[src/rtl/qphase_nco_pkg.sv]
package qphase_nco_pkg;
    typedef enum logic [0:0] {
        ST_IDLE = 1'b0,
        ST_RUN  = 1'b1
    } nco_state_t;
endpackage

[src/rtl/qphase_nco_ctrl.sv]
module qphase_nco_ctrl
    import qphase_nco_pkg::*;
(
    input  logic       clk,
    input  logic       rst_n,
    input  logic       load_req,
    input  logic       smp_req,
    output nco_state_t state,
    output logic       do_seed,
    output logic       do_step
);
    nco_state_t state_n;

    // state register
    always_ff @(posedge clk) begin
        if (!rst_n) state <= ST_IDLE;
        else        state <= state_n;
    end

    // next state and outputs
    always_comb begin
        state_n = state;
        do_seed = 1'b0;
        do_step = 1'b0;
        unique case (state)
            ST_IDLE: begin
                if (load_req) begin
                    do_seed = 1'b1;
                    state_n = ST_RUN;
                end
            end
            ST_RUN: begin
                if (load_req) begin
                    do_seed = 1'b1;
                end else if (smp_req) begin
                    do_step = 1'b1;
                end
            end
            default: state_n = ST_IDLE;
        endcase
    end
endmodule

[src/rtl/qphase_coef_bank.sv]
module qphase_coef_bank #(
    parameter int CW = 48
) (
    input  logic          clk,
    input  logic          rst_n,
    input  logic          capture,
    input  logic [CW-1:0] lin_in,
    input  logic [CW-1:0] quad_in,
    output logic [CW-1:0] outer_step,
    output logic [CW-1:0] inner_step
);
    // p0 needs no storage: it seeds the phase directly.
    // The sums the accumulators need are prepared here, at capture time.
    always_ff @(posedge clk) begin
        if (!rst_n) begin
            outer_step <= '0;
            inner_step <= '0;
        end else if (capture) begin
            outer_step <= lin_in + quad_in;
            inner_step <= {quad_in[CW-2:0], 1'b0};
        end
    end
endmodule

[src/rtl/qphase_accum.sv]
module qphase_accum #(
    parameter int CW = 48
) (
    input  logic          clk,
    input  logic          rst_n,
    input  logic          seed,
    input  logic          step,
    input  logic [CW-1:0] seed_val,
    input  logic [CW-1:0] outer_step,
    input  logic [CW-1:0] inner_step,
    output logic [CW-1:0] phase_q,
    output logic [CW-1:0] inner_q
);
    always_ff @(posedge clk) begin
        if (!rst_n) begin
            phase_q <= '0;
            inner_q <= '0;
        end else if (seed) begin
            phase_q <= seed_val;
            inner_q <= '0;
        end else if (step) begin
            phase_q <= phase_q + outer_step + inner_q;
            inner_q <= inner_q + inner_step;
        end
    end
endmodule

[src/rtl/qphase_nco.sv]
module qphase_nco
    import qphase_nco_pkg::*;
#(
    parameter int CW = 48,
    parameter int OW = 16
) (
    input  logic          clk,
    input  logic          rst_n,
    input  logic          coef_load,
    input  logic [CW-1:0] p0_in,
    input  logic [CW-1:0] p1_in,
    input  logic [CW-1:0] p2_in,
    input  logic          sample_valid,
    output logic [OW-1:0] phase_out
);
    localparam int OUT_LSB = CW - OW;

    nco_state_t    state;
    logic          do_seed;
    logic          do_step;
    logic [CW-1:0] outer_step;
    logic [CW-1:0] inner_step;
    logic [CW-1:0] phase_acc;
    logic [CW-1:0] inner_acc;

    qphase_nco_ctrl u_ctrl (
        .clk      (clk),
        .rst_n    (rst_n),
        .load_req (coef_load),
        .smp_req  (sample_valid),
        .state    (state),
        .do_seed  (do_seed),
        .do_step  (do_step)
    );

    qphase_coef_bank #(.CW(CW)) u_coef (
        .clk        (clk),
        .rst_n      (rst_n),
        .capture    (do_seed),
        .lin_in     (p1_in),
        .quad_in    (p2_in),
        .outer_step (outer_step),
        .inner_step (inner_step)
    );

    qphase_accum #(.CW(CW)) u_acc (
        .clk        (clk),
        .rst_n      (rst_n),
        .seed       (do_seed),
        .step       (do_step),
        .seed_val   (p0_in),
        .outer_step (outer_step),
        .inner_step (inner_step),
        .phase_q    (phase_acc),
        .inner_q    (inner_acc)
    );

    generate
        if (OW >= CW) begin : g_full
            assign phase_out = OW'(phase_acc);
        end else begin : g_slice
            assign phase_out = phase_acc[CW-1:OUT_LSB];
        end
    endgenerate
endmodule

[config.mk]
export PLATFORM = sky130hd
export DESIGN_NAME = qphase_nco
export DESIGN_NICKNAME = d
export VERILOG_FILES = /design/src/rtl/qphase_nco_pkg.sv /design/src/rtl/qphase_nco_ctrl.sv /design/src/rtl/qphase_coef_bank.sv /design/src/rtl/qphase_accum.sv /design/src/rtl/qphase_nco.sv
export SDC_FILE = /design/constraint.sdc
export NUM_CORES = 1
export LEC_CHECK = 0
export BUFFER_PORTS_ARGS = -buffer_cell sky130_fd_sc_hd__buf_2
export CAP_MARGIN = 25
export CORE_ASPECT_RATIO = 1.25
export CORE_MARGIN = 5
export CORE_UTILIZATION = 35
export CTS_BUF_LIST = sky130_fd_sc_hd__clkbuf_8
export CTS_CLUSTER_DIAMETER = 60
export DETAILED_ROUTE_END_ITERATION = 16
export HOLD_SLACK_MARGIN = 0.06
export MAX_ROUTING_LAYER = met4
export SLEW_MARGIN = 15
export SYNTH_ARGS = -nofsm -noshare
export SYNTH_HDL_FRONTEND = slang
export SYNTH_HIERARCHICAL = 1
export SYNTH_SLANG_ARGS = --single-unit
[constraint.sdc]
create_clock -name clk -period 4.21 [get_ports clk]
set_input_delay 0.2105 -clock clk [delete_from_list [all_inputs] [get_ports clk]]
set_output_delay 0.2105 -clock clk [all_outputs]
set_load 0.01 [all_outputs]
==> flow_summary.yaml <==
sta:
  setup-tns-final_ps: 0
  skew_ps: 18.6
  hold_violations: 0
  setup_viol: 0
  timing.slew.headroom: 0.424
  rsz0062_at_grt: "false"
  timing.final.crit_share: 0.954
  fmax_mhz: 249
  fin_crit_ps: 4020
  worst_pin_slew_ps: 856
  slew_viol_final: 0
clocking:
  cts_tree: "built"
  h-tree-depth: 4
  postCtsSetupRepairBufs: 0
  cts.path.max_buffers: 2
  path_clk_slew_ps: 110
  clkSinkCount: 192
  insertion_delay_ps: 520
  cts_inserted_buffers: 17
  cts_root_buffer: "clkbuf_8"
setup_path:
  r2r_slack_ps: 190
  critical_path.startpoint_type: "flip-flop"
  critPathMaxStageDelay_ps: 440
  reg2reg_depth: 15
  endpoint_kind: "flip-flop"
  regToRegStartpoint: "u_acc/inner_q[1]"
  worst-setup-path-type: "reg2reg"
  cp-endpoint: "u_acc/phase_q[39]"
  slowest_stage: "fa_1"
  crit_chain: "fa_1, ha_1, inv_1, fa_1, nand2b_1, a211oi_1, a211oi_2, o21ai_2, a2111oi_4, o211ai_2, and2_1, a221o_1, a31oi_2, mux2_2, a21oi_1"
  crit_fanout: 4
  critPathLaunch: "u_acc/inner_q[1]"
  cp.required_ps: 4660
  cp_common_cell: "fa_1"
  arrival_ps: 4460
  worstReg2RegEnd: "u_acc/phase_q[39]"
run_status:
  status: "finished, final reports clean"
power_and_ir_drop:
  vdd_drop_max_mv: 0.190
  finalPower_w: 0.00491
  cellLeakagePower_nw: 8.49
  clkPwrFrac: 0.261
  p_int_w: 0.00311
  power.share.switching: 0.367
  pwr-share-comb: 0.322
  powerDensity_nw_per_um2: 266
  p_seq_frac: 0.417
  p_sw_w: 0.00180
finish:
  area_growth_pct: 17.6
  layout-drive-gt1-share: 0.125
  fill_cells: 4475
  nNetsFinal: 2434
placement:
  port_buffers: 163
  gp_congestion: 0.910
  dp_hpwl_mm: 41.5
worst_hold_path:
  whs_path_depth: 3
  hold_path_class: "in2reg"
logic_synthesis:
  synth_area_per_cell_sq_um: 8.31
  synth.distinct_cells: 83
  syn_area_sq_um: 15700
  ys.flop_type: "dfxtp_1"
  yosys_register_bits: 192
  syn_inst: 1886
  yosysWarnings: 6
  synth_edf_count: 0
  seq_area_frac_synth: 0.245
  syn_nets: 2224
  synth-async-reset-ratio: 0
global_route:
  grt_pass1_vias: 15000
  antenna_found_initial: 1
  grt_max_degree: 63
  grt.total_usage: 0.219
  grt_pass1_wl_mm: 82.5
  grt.overflow.total: 0
floorplan:
  pin_count: 164
  die_area_sq_um: 49100
  start_util: 0.354
  rows: 86
  coreArea_sq_um: 44200
  die_w_um: 199
  fp.dieH_um: 247
routing:
  drc: 0
  wl_per_cell_um: 19.8
  routed_wl_mm: 53.2
  vias_per_cell: 5.58
  ant_nets: 0
  vias: 15000
  first_pass_iters: 6
  first_iter_violations: 886
run:
  drv_cap: 0
flip-flops by register name (all words and copies together), names as in the netlist:
name               flops
u_coef/outer_step     48
u_ctrl/state           1
u_acc/phase_q         48
u_coef/inner_step     47
u_acc/inner_q         48
power groups by stage:
stage / logic, W / clock network, W / registers (W)
floorplan: 0.00105 / 0 / 0.00205
global placement: 0.00148 / 0 / 0.00209
detailed placement: 0.00149 / 0 / 0.00209
CTS: 0.00157 / 0.00133 / 0.00205
global route: 0.00175 / 0.00139 / 0.00206
finish: 0.00158 / 0.00128 / 0.00204
through the flow:
| step | hold WS [ps] | cell area (sq um) | std cells | util | worst slack (ps) |
|---|---|---|---|---|---|
| 2_1_floorplan | 321 | 15700 | 1886 | - | 520 |
| 3_3_place_gp | 457 | 17100 | 2556 | 0.386 | 165 |
| 3_5_place_dp | 467 | 17100 | 2556 | 0.386 | 127 |
| 4_1_cts | 65.3 | 18400 | 2681 | 0.416 | 66.7 |
| 5_1_grt | 88.9 | 18400 | 2682 | 0.417 | 23.6 |
| 6_report | 109 | 18400 | 2682 | 0.417 | 194 |
cell usage after synthesis (13+ instances only):
library cell | count | share of area
nand2_1 | 127 | 0.030
nor3_1 | 22 | 0.0070
xnor2_1 | 61 | 0.034
nor2b_1 | 14 | 0.0056
nand2b_1 | 25 | 0.010
fa_1 | 50 | 0.064
or3_1 | 13 | 0.0052
nand4_1 | 36 | 0.014
dfxtp_1 | 192 | 0.25
inv_1 | 42 | 0.010
o21bai_1 | 25 | 0.012
a21oi_1 | 193 | 0.062
a21o_1 | 90 | 0.043
xor2_1 | 42 | 0.023
mux2i_1 | 109 | 0.070
clkbuf_1 | 77 | 0.018
ha_1 | 140 | 0.11
o21ai_0 | 107 | 0.034
a211oi_1 | 33 | 0.016
nand3_1 | 47 | 0.015
nor2_1 | 216 | 0.052
cell usage in the layout (no fill, tap or decap), drive strengths merged, types with 18 or more instances in the layout:
master / Yosys / layout
ha: 140 / 140
o21bai: 25 / 25
nand2b: 25 / 25
inv: 42 / 50
nand3: 47 / 47
fa: 50 / 50
dfxtp: 192 / 192
xnor2: 61 / 61
xor2: 42 / 42
nand2: 128 / 128
a21oi: 194 / 194
a211oi: 36 / 36
o21ai: 114 / 114
nor3: 22 / 22
buf: 18 / 193
a21o: 90 / 90
nand4: 37 / 37
clkbuf: 77 / 18
nor2: 216 / 216
mux2i: 109 / 109
dlygate4sd3: 0 / 93
worst min path at each step:
| stage | start | endpoint |
|---|---|---|
| after floorplan | coef_load | u_ctrl/state |
| after global placement | u_ctrl/state | u_ctrl/state |
| after detailed placement | p0_in[2] | u_acc/phase_q[2] |
| after CTS | p0_in[23] | u_acc/phase_q[23] |
| after global routing | p0_in[23] | u_acc/phase_q[23] |
| final | p0_in[23] | u_acc/phase_q[23] |
worst max-delay path: cells and delay by family (launching register included):
family          cells  cell delay, ps
flops               1             410
simple gates        2             350
mux                 1             360
buf+inv             1              80
compound gates      8            1860
fa+ha+maj           3             880
cell families after synthesis:
| kind of cell | count (synthesis) | share of synthesized area |
|---|---|---|
| AOI/OAI and AO/OA | 593 | 0.250 |
| xor gates and xnor gates | 103 | 0.0576 |
| adders and majority gates | 190 | 0.176 |
| buffers and inverters | 139 | 0.0344 |
| DFF | 192 | 0.245 |
| muxes | 111 | 0.0711 |
| other | 1 | 0.000239 |
| and+or+nand+nor | 557 | 0.166 |
area by class of cell:
type                    instances  area, sq um  area share
diodes                          1         2.50    0.000136
clock buffers                  18          248      0.0134
clock inverters                14          149     0.00808
inverters                      44          165     0.00896
multi-input cells            1555        11300       0.613
flip-flops and latches        192         3840       0.209
well taps                     572          716      0.0388
repair buffers                286         2000       0.109
repair_timing:
action | 4_1_cts | 5_1_grt
gates resized for setup | 0 | 2
hold buffers | 93 | 0
endpoints found under the setup margin | 0 | 2
hold endpoints to repair | 93 | 0
metal layers:
metal  vias up  track usage  routed length, um
met5         -            -                  0
met2       415        0.388              27200
met3        88       0.0242               2110
li1       7290            -                  -
met4         0       0.0726               1780
met1      7175        0.258              22200
No activity file was read; power rests on OpenSTA's default activity.
